===== src/rtl/xw_pkg.sv =====
package xw_pkg;

  localparam int REG_AW = 12;

  // Register offsets; software programs windows at these positions.
  localparam logic [REG_AW-1:0] OFS_VIEW   = 12'h900;
  localparam logic [REG_AW-1:0] OFS_KIND   = 12'h904;
  localparam logic [REG_AW-1:0] OFS_EN     = 12'h908;
  localparam logic [REG_AW-1:0] OFS_BASE_L = 12'h90C;
  localparam logic [REG_AW-1:0] OFS_BASE_H = 12'h910;
  localparam logic [REG_AW-1:0] OFS_LAST   = 12'h914;
  localparam logic [REG_AW-1:0] OFS_TGT_L  = 12'h918;
  localparam logic [REG_AW-1:0] OFS_TGT_H  = 12'h91C;

  localparam logic [4:0] KIND_MEM  = 5'd0;
  localparam logic [4:0] KIND_IO   = 5'd2;
  localparam logic [4:0] KIND_CFG0 = 5'd4;
  localparam logic [4:0] KIND_CFG1 = 5'd5;

  typedef struct packed {
    logic        en;
    logic [4:0]  kind;
    logic [31:0] base_lo;
    logic [31:0] base_hi;
    logic [31:0] last;
    logic [31:0] tgt_lo;
    logic [31:0] tgt_hi;
  } xw_region_t;

  // Inclusive window match; only the low word takes part in the range test.
  function automatic logic in_window(input xw_region_t r, input logic [63:0] a);
    return r.en && (a[63:32] == r.base_hi) &&
           (a[31:0] >= r.base_lo) && (a[31:0] <= r.last);
  endfunction

  // Target plus offset; configuration kinds keep bus/device/function intact.
  function automatic logic [63:0] map_addr(input xw_region_t r, input logic [63:0] a);
    logic [31:0] off;
    off = a[31:0] - r.base_lo;
    if (r.kind == KIND_CFG0 || r.kind == KIND_CFG1)
      return {r.tgt_hi, r.tgt_lo[31:16], r.tgt_lo[15:0] + off[15:0]};
    return {r.tgt_hi, r.tgt_lo} + {32'b0, off};
  endfunction

endpackage


===== src/rtl/xw_viewport.sv =====
module xw_viewport
  import xw_pkg::*;
#(
  parameter int NREG = 2,
  localparam int IW = (NREG > 1) ? $clog2(NREG) : 1
) (
  input  logic              clk,
  input  logic              rst_n,
  input  logic              wr_en,
  input  logic              wr_dir,
  input  logic [7:0]        wr_idx,
  output logic [31:0]       view_word,
  output logic              sel_ok,
  output logic [IW-1:0]     sel_idx
);
  logic       dir_q;
  logic [7:0] idx_q;

  always_ff @(posedge clk or negedge rst_n) begin
    if (!rst_n) begin
      dir_q <= 1'b0;
      idx_q <= '0;
    end else if (wr_en) begin
      dir_q <= wr_dir;
      idx_q <= wr_idx;
    end
  end

  assign view_word = {dir_q, 23'b0, idx_q};
  assign sel_ok    = !dir_q && (int'(idx_q) < NREG);
  assign sel_idx   = idx_q[IW-1:0];
endmodule


===== src/rtl/xw_region_bank.sv =====
module xw_region_bank
  import xw_pkg::*;
#(
  parameter int NREG = 2,
  localparam int IW = (NREG > 1) ? $clog2(NREG) : 1
) (
  input  logic              clk,
  input  logic              rst_n,
  input  logic              wr_en,
  input  logic [REG_AW-1:0] wr_ofs,
  input  logic [31:0]       wr_data,
  input  logic              sel_ok,
  input  logic [IW-1:0]     sel_idx,
  output xw_region_t        regs_o [NREG]
);
  for (genvar g = 0; g < NREG; g++) begin : g_win
    xw_region_t r_q;
    always_ff @(posedge clk or negedge rst_n) begin
      if (!rst_n) begin
        r_q <= '0;
      end else if (wr_en && sel_ok && (sel_idx == IW'(g))) begin
        case (wr_ofs)
          OFS_KIND:   r_q.kind    <= wr_data[4:0];
          OFS_EN:     r_q.en      <= wr_data[31];
          OFS_BASE_L: r_q.base_lo <= wr_data;
          OFS_BASE_H: r_q.base_hi <= wr_data;
          OFS_LAST:   r_q.last    <= wr_data;
          OFS_TGT_L:  r_q.tgt_lo  <= wr_data;
          OFS_TGT_H:  r_q.tgt_hi  <= wr_data;
          default: ;
        endcase
      end
    end
    assign regs_o[g] = r_q;
  end
endmodule


===== src/rtl/xw_pick.sv =====
module xw_pick
  import xw_pkg::*;
#(
  parameter int NREG = 2,
  localparam int IW = (NREG > 1) ? $clog2(NREG) : 1
) (
  input  xw_region_t        regs_i [NREG],
  input  logic [63:0]       req_addr,
  output logic [NREG-1:0]   raw_hit,
  output logic [NREG-1:0]   win_hot,
  output logic [IW-1:0]     win_idx,
  output logic              any_hit
);
  for (genvar g = 0; g < NREG; g++) begin : g_cmp
    assign raw_hit[g] = in_window(regs_i[g], req_addr);
  end

  // Scan from the top down so the lowest hitting index is written last.
  always_comb begin
    win_hot = '0;
    win_idx = '0;
    for (int i = NREG - 1; i >= 0; i--) begin
      if (raw_hit[i]) begin
        win_hot    = '0;
        win_hot[i] = 1'b1;
        win_idx    = IW'(i);
      end
    end
  end

  assign any_hit = |raw_hit;
endmodule


===== src/rtl/xw_translator.sv =====
module xw_translator
  import xw_pkg::*;
#(
  parameter int NREG = 2
) (
  input  logic              clk,
  input  logic              rst_n,
  input  logic              reg_we,
  input  logic [11:0]       reg_addr,
  input  logic [31:0]       reg_wdata,
  output logic [31:0]       reg_rdata,
  input  logic              req_valid,
  input  logic [63:0]       req_addr,
  output logic              xl_valid,
  output logic              xl_hit,
  output logic [63:0]       xl_addr,
  output logic [4:0]        xl_kind
);
  localparam int IW = (NREG > 1) ? $clog2(NREG) : 1;

  xw_region_t        regs_w [NREG];
  logic [31:0]       view_word;
  logic              sel_ok;
  logic [IW-1:0]     sel_idx;
  logic [NREG-1:0]   raw_hit;
  logic [NREG-1:0]   win_hot;
  logic [IW-1:0]     win_idx;
  logic              any_hit;
  logic              view_we;
  xw_region_t        cur;
  xw_region_t        win;

  assign view_we = reg_we && (reg_addr == OFS_VIEW);

  xw_viewport #(.NREG(NREG)) u_view (
    .clk(clk), .rst_n(rst_n), .wr_en(view_we),
    .wr_dir(reg_wdata[31]), .wr_idx(reg_wdata[7:0]),
    .view_word(view_word), .sel_ok(sel_ok), .sel_idx(sel_idx)
  );

  xw_region_bank #(.NREG(NREG)) u_bank (
    .clk(clk), .rst_n(rst_n), .wr_en(reg_we), .wr_ofs(reg_addr),
    .wr_data(reg_wdata), .sel_ok(sel_ok), .sel_idx(sel_idx), .regs_o(regs_w)
  );

  xw_pick #(.NREG(NREG)) u_pick (
    .regs_i(regs_w), .req_addr(req_addr), .raw_hit(raw_hit),
    .win_hot(win_hot), .win_idx(win_idx), .any_hit(any_hit)
  );

  assign cur = sel_ok ? regs_w[sel_idx] : '0;
  assign win = regs_w[win_idx];

  always_comb begin
    case (reg_addr)
      OFS_VIEW:   reg_rdata = view_word;
      OFS_KIND:   reg_rdata = {27'b0, cur.kind};
      OFS_EN:     reg_rdata = {cur.en, 31'b0};
      OFS_BASE_L: reg_rdata = cur.base_lo;
      OFS_BASE_H: reg_rdata = cur.base_hi;
      OFS_LAST:   reg_rdata = cur.last;
      OFS_TGT_L:  reg_rdata = cur.tgt_lo;
      OFS_TGT_H:  reg_rdata = cur.tgt_hi;
      default:    reg_rdata = '0;
    endcase
  end

  always_ff @(posedge clk or negedge rst_n) begin
    if (!rst_n) begin
      xl_valid <= 1'b0;
      xl_hit   <= 1'b0;
      xl_addr  <= '0;
      xl_kind  <= '0;
    end else begin
      xl_valid <= req_valid;
      xl_hit   <= req_valid && any_hit;
      if (req_valid) begin
        xl_addr <= any_hit ? map_addr(win, req_addr) : req_addr;
        xl_kind <= any_hit ? win.kind : KIND_MEM;
      end
    end
  end
endmodule


===== config.mk =====
export PLATFORM = sky130hd
export DESIGN_NAME = xw_translator
export DESIGN_NICKNAME = d
export VERILOG_FILES = /design/src/rtl/xw_pkg.sv /design/src/rtl/xw_viewport.sv /design/src/rtl/xw_region_bank.sv /design/src/rtl/xw_pick.sv /design/src/rtl/xw_translator.sv
export SDC_FILE = /design/constraint.sdc
export NUM_CORES = 1
export LEC_CHECK = 0
export BUFFER_PORTS_ARGS = -buffer_cell sky130_fd_sc_hd__buf_2
export CORE_MARGIN = 10
export CORE_UTILIZATION = 27
export DETAILED_ROUTE_END_ITERATION = 8
export GPL_TIMING_DRIVEN = 0
export HOLD_SLACK_MARGIN = 0.05
export PLACE_DENSITY = 0.53
export SETUP_SLACK_MARGIN = 0.02
export SYNTH_ARGS = -nofsm -noshare
export SYNTH_HDL_FRONTEND = slang
export SYNTH_SLANG_ARGS = --single-unit

===== constraint.sdc =====
create_clock -name clk -period 11.69 [get_ports clk]
set_clock_uncertainty 0.15 [all_clocks]
set_input_delay 0.5845 -clock clk [delete_from_list [all_inputs] [get_ports clk]]
set_output_delay 0.5845 -clock clk [all_outputs]
set_load 0.05 [all_outputs]

==> impl_results.html <==
<table>
<tr><th>Metric</th><th>Value</th></tr>
<tr><th colspan="2">Logic synthesis</th></tr>
<tr><td>Count of yosys warnings during synthesis</td><td>0</td></tr>
<tr><td>Number of synthesized flops with an enable pin</td><td>0</td></tr>
<tr><td>Total nets after synthesis</td><td>3432</td></tr>
<tr><td>Cell taking the most area after synthesis</td><td>sky130_fd_sc_hd__dfrtp_1</td></tr>
<tr><td>Most instantiated library cell after synthesis</td><td>sky130_fd_sc_hd__dfrtp_1</td></tr>
<tr><td>Async set-reset flop share out of synthesis</td><td>100%</td></tr>
<tr><td>Post-synthesis instance area</td><td>28100 um^2</td></tr>
<tr><td>Top flip-flop cell by instance count after synthesis</td><td>sky130_fd_sc_hd__dfrtp_1</td></tr>
<tr><td>Most numerous cell types in the synthesized netlist</td><td>412 x sky130_fd_sc_hd__dfrtp_1, 374 x sky130_fd_sc_hd__nand2_1, 255 x sky130_fd_sc_hd__nor2_1</td></tr>
<tr><td>Gate Count Post-Synth</td><td>3127</td></tr>
<tr><td>Seq/Total Area, Yosys</td><td>36.7%</td></tr>
<tr><td>Mapped Avg Cell Area</td><td>8.99 um^2</td></tr>
<tr><td>Top-area cell type share of the netlist area</td><td>36.7%</td></tr>
<tr><td>Number of distinct standard cells referenced by the synthesized netlist</td><td>74</td></tr>
<tr><td>Synth Register Bits</td><td>412</td></tr>
<tr><td>Synth top area cells</td><td>sky130_fd_sc_hd__dfrtp_1 37%, sky130_fd_sc_hd__mux2_2 9.2%, sky130_fd_sc_hd__ha_1 8.5%</td></tr>
<tr><th colspan="2">Final layout</th></tr>
<tr><td>Number of nets in the final layout</td><td>3688</td></tr>
<tr><td>Multi-input gate area</td><td>16700 um^2</td></tr>
<tr><td>Utilization of the core after routing</td><td>31.7%</td></tr>
<tr><td>Area growth, synth to finish</td><td>16.6%</td></tr>
<tr><td>Fraction of layout cells with a size suffix above 1</td><td>16.1%</td></tr>
<tr><td>Storage element area</td><td>10300 um^2</td></tr>
<tr><td>Fill cell total of the finished layout</td><td>11000</td></tr>
<tr><td>Final non-filler cell total</td><td>4802</td></tr>
<tr><th colspan="2">CTS</th></tr>
<tr><td>Clock net sink count</td><td>412</td></tr>
<tr><td>H-tree levels</td><td>2</td></tr>
<tr><td>Root buffer cell</td><td>sky130_fd_sc_hd__clkbuf_16</td></tr>
<tr><td>Clk_lat worst skew</td><td>0.62 ns</td></tr>
<tr><td>Cts bufs inserted</td><td>50</td></tr>
<tr><td>Clock-pin slew on the worst setup and hold paths</td><td>0.06 ns</td></tr>
<tr><td>Clock tree buffer depth</td><td>3</td></tr>
<tr><td>CTS tree</td><td>done</td></tr>
<tr><th colspan="2">Critical path</th></tr>
<tr><td>Cell depth of the worst flop-to-flop path</td><td>38</td></tr>
<tr><td>Peak per-stage delay on the critical path</td><td>0.66 ns</td></tr>
<tr><td>Critical path launch point type</td><td>flop</td></tr>
<tr><td>FF-to-FF End</td><td>xl_addr[38]$_DFFE_PN0P_</td></tr>
<tr><td>Data arrival time of the critical path</td><td>11.49 ns</td></tr>
<tr><td>Critical path endpoint category</td><td>flop</td></tr>
<tr><td>Slowest cell on the critical path</td><td>sky130_fd_sc_hd__or4_1</td></tr>
<tr><td>Worst r2r src</td><td>u_bank.regs_o[261]$_DFFE_PN0P_</td></tr>
<tr><td>Setup CP Type</td><td>flop to flop</td></tr>
<tr><td>Dominant cell type by count on the critical path</td><td>sky130_fd_sc_hd__nand2_1</td></tr>
<tr><td>Flop-to-flop setup slack</td><td>0.50 ns</td></tr>
<tr><td>Worst-path fanout max</td><td>10</td></tr>
<tr><td>Critical path required time</td><td>12.00 ns</td></tr>
<tr><th colspan="2">Drt</th></tr>
<tr><td>Count of antenna-violating nets left after detailed routing</td><td>0</td></tr>
<tr><td>Post-route DRC violation count</td><td>0</td></tr>
<tr><td>Initial detailed-routing violation count</td><td>3294</td></tr>
<tr><td>Average wire length per cell after detail routing</td><td>28.1 um</td></tr>
<tr><td>Ratio of routed vias to standard cells</td><td>5.49</td></tr>
<tr><td>Pre-Repair DR Iteration Count</td><td>7</td></tr>
<tr><td>Total number of vias</td><td>26400</td></tr>
<tr><td>Routed Wire Length</td><td>135000 um</td></tr>
<tr><th colspan="2">STA</th></tr>
<tr><td>Normalized max-slew margin</td><td>6.72%</td></tr>
<tr><td>Shortest clock period the worst path allows after layout</td><td>11.19 ns</td></tr>
<tr><td>Number of setup violations in the final report</td><td>0</td></tr>
<tr><td>Fmax</td><td>89.4 MHz</td></tr>
<tr><td>Transition at the pin with the smallest max-transition slack</td><td>1.40 ns</td></tr>
<tr><td>RSZ-0062 raised after global routing</td><td>false</td></tr>
<tr><td>Minimum setup slack in the final design</td><td>0.504 ns</td></tr>
<tr><td>Count of pins over their slew limit</td><td>0</td></tr>
<tr><td>Final worst hold slack</td><td>0.0810 ns</td></tr>
<tr><td>Hold Violations, Final</td><td>0</td></tr>
<tr><td>Final worst-path cycle share</td><td>95.7%</td></tr>
<tr><th colspan="2">Outcome</th></tr>
<tr><td>Status</td><td>complete, no violations</td></tr>
<tr><th colspan="2">Global route</th></tr>
<tr><td>Maximum number of pins on one net before global-route repair</td><td>115</td></tr>
<tr><td>First-pass GRT wire length</td><td>191000 um</td></tr>
<tr><td>Global-route total usage across every layer</td><td>22.3%</td></tr>
<tr><td>Overflow left after global routing</td><td>0</td></tr>
<tr><td>Number of global-route vias before repair</td><td>25600</td></tr>
<tr><td>Number of antenna violations at the first check in global routing</td><td>11</td></tr>
<tr><th colspan="2">Floorplanning</th></tr>
<tr><td>Site Rows</td><td>118</td></tr>
<tr><td>Y dimension of the die</td><td>343 um</td></tr>
<tr><td>Core ar.</td><td>103000 um^2</td></tr>
<tr><td>DIE AREA</td><td>117000 um^2</td></tr>
<tr><td>Count of pins on the block boundary</td><td>215</td></tr>
<tr><td>Floorplan die width</td><td>343 um</td></tr>
<tr><td>Initial cell density of the core</td><td>27.2%</td></tr>
<tr><th colspan="2">Hold path</th></tr>
<tr><td>Worst Hold Path EP</td><td>u_bank.regs_o[269]$_DFFE_PN0P_</td></tr>
<tr><td>Worst hold path type</td><td>input port to flop</td></tr>
<tr><td>WHS Path Cells</td><td>2</td></tr>
<tr><td>Min-delay src</td><td>reg_wdata[7]</td></tr>
<tr><th colspan="2">Power</th></tr>
<tr><td>Post-layout power</td><td>3.49 mW</td></tr>
<tr><td>Static leakage power</td><td>14.8 nW</td></tr>
<tr><td>Worst IR drop on VDD</td><td>0.104 mV</td></tr>
<tr><td>Logic pwr share</td><td>11.2%</td></tr>
<tr><td>Power per Cell Area</td><td>106 nW/um^2</td></tr>
<tr><td>Share of total power in sequential cells</td><td>42.3%</td></tr>
<tr><td>Clk network pwr share</td><td>46.5%</td></tr>
<tr><td>Net switching power figure</td><td>1.00 mW</td></tr>
<tr><td>Switching fraction of total power</td><td>28.7%</td></tr>
<tr><td>Int Power</td><td>2.48 mW</td></tr>
<tr><th colspan="2">Placement</th></tr>
<tr><td>Total half-perimeter wirelength after legalization and detailed placement</td><td>109000 um</td></tr>
<tr><td>Post-place setup slack</td><td>-2.64 ns</td></tr>
<tr><td>Final weighted congestion in routability-driven placement</td><td>0.966</td></tr>
<tr><td>Instance count after placement with tap cells included</td><td>4707</td></tr>
<tr><td>Buffers on Ports</td><td>190</td></tr>
<tr><th colspan="2">Run</th></tr>
<tr><td>Max-cap check violation count</td><td>0</td></tr>
</table>
==> sequential cells by signal, indices dropped and copies added (netlist names) <==
| name | flops |
|---|---|
| u_bank.regs_o | 332 |
| xl_addr | 64 |
| u_view.idx_q | 8 |
| xl_kind | 5 |
| u_view.dir_q | 1 |
| xl_hit | 1 |
| xl_valid | 1 |
==> through the flow <==
| step | cell area, um^2 | TNS, ns |
|---|---|---|
| after floorplan | 28100 | 0 |
| after global placement | 30800 | -137.69 |
| after detailed placement | 31000 | -74.85 |
| after CTS | 32700 | -0.0196 |
| after global routing | 32800 | 0 |
| final | 32800 | 0 |
==> layout make-up <==
cell class	count	area share, %
clock buffers	73	4.51
multi-input cells	2379	50.8
inverters	166	1.90
diodes	4	0.0305
plain buffers	168	2.00
clock inverters	14	0.488
well taps	1380	5.27
repair buffers	206	3.57
flip-flops and latches	412	31.4
==> worst max-delay path, delay by kind of cell (launching register included) <==
family	cells	cell delay, ns
AO/OA/AOI/OAI	16	4.42
XOR/XNOR	2	0.19
adder cells (fa/ha/maj)	4	1.07
buffers and inverters	3	0.88
flip-flops	1	0.40
AND/OR/NAND/NOR	13	3.85
==> how the worst max path moves through the flow <==
stage | from | to | slack, ns | cells after the start
6_report | u_bank.regs_o[261]$_DFFE_PN0P_ | xl_addr[38]$_DFFE_PN0P_ | 0.50 | 38
5_1_grt | u_bank.regs_o[133]$_DFFE_PN0P_ | xl_addr[41]$_DFFE_PN0P_ | 0.12 | 39
4_1_cts | u_bank.regs_o[133]$_DFFE_PN0P_ | xl_addr[58]$_DFFE_PN0P_ | -0.02 | 38
3_5_place_dp | req_addr[0] | xl_addr[58]$_DFFE_PN0P_ | -2.64 | 41
3_3_place_gp | req_addr[0] | xl_addr[58]$_DFFE_PN0P_ | -3.93 | 39
2_1_floorplan | req_addr[0] | xl_addr[36]$_DFFE_PN0P_ | 2.53 | 39
==> cells by family (layout without fill, tap and decap cells) <==
family,Yosys count,in the layout,synth area share (%)
flip-flops,412,412,36.7
buffers and inverters,336,627,4.51
other,0,4,0
XOR/XNOR,146,146,4.55
AO/OA/AOI/OAI,737,737,16.5
AND/OR/NAND/NOR,935,935,15.0
adder cells (fa/ha/maj),193,193,8.64
multiplexers,368,368,14.1
==> power groups by stage <==
stage / combinational (mW) / sequential [mW] / clock (mW)
detailed placement: 0.389 / 1.50 / 0
global route: 0.419 / 1.47 / 1.70
CTS: 0.391 / 1.47 / 1.64
global placement: 0.382 / 1.50 / 0
floorplan: 0.132 / 1.56 / 0
finish: 0.391 / 1.47 / 1.62
==> layer usage <==
| metal | share of wire, % | wire length [um] | global-route usage, % | vias to the layer above |
|---|---|---|---|---|
| li1 | - | - | - | 11800 |
| met1 | 43 | 57600 | 29.8 | 13200 |
| met2 | 44 | 59400 | 34.4 | 1193 |
| met3 | 8.8 | 11900 | 4.93 | 246 |
| met4 | 4.5 | 6130 | 9.09 | 10 |
| met5 | 0.044 | 59 | 0 | - |
==> cells in the final DEF, fill, tap and decap left out, types with 18 or more instances in the layout <==
master	instances
sky130_fd_sc_hd__o21a_1	19
sky130_fd_sc_hd__xnor2_1	76
sky130_fd_sc_hd__o211ai_1	21
sky130_fd_sc_hd__a21oi_1	172
sky130_fd_sc_hd__dfrtp_1	412
sky130_fd_sc_hd__nand3_1	66
sky130_fd_sc_hd__ha_1	191
sky130_fd_sc_hd__nor2_1	254
sky130_fd_sc_hd__nand2b_1	18
sky130_fd_sc_hd__a221oi_1	53
sky130_fd_sc_hd__mux2i_1	138
sky130_fd_sc_hd__nor3_1	55
sky130_fd_sc_hd__mux2_2	230
sky130_fd_sc_hd__o21ai_0	217
sky130_fd_sc_hd__nand4_1	41
sky130_fd_sc_hd__nor4_1	24
sky130_fd_sc_hd__clkbuf_16	51
sky130_fd_sc_hd__a31oi_1	45
sky130_fd_sc_hd__a21o_1	43
sky130_fd_sc_hd__nand2_1	374
sky130_fd_sc_hd__o22ai_1	41
sky130_fd_sc_hd__inv_1	166
sky130_fd_sc_hd__a211oi_1	27
sky130_fd_sc_hd__buf_2	191
sky130_fd_sc_hd__xor2_1	70
sky130_fd_sc_hd__clkbuf_1	156
sky130_fd_sc_hd__and3_1	19
==> what timing repair did <==
item | in CTS | in global routing
hold buffers | 2 | 0
setup endpoints to repair | 41 | 33
endpoints found under the hold margin | 52 | 0
pin swaps | 2 | 1
setup buffers | 4 | 0
resized for setup | 18 | 24
Power figures use the tool's default switching activity.
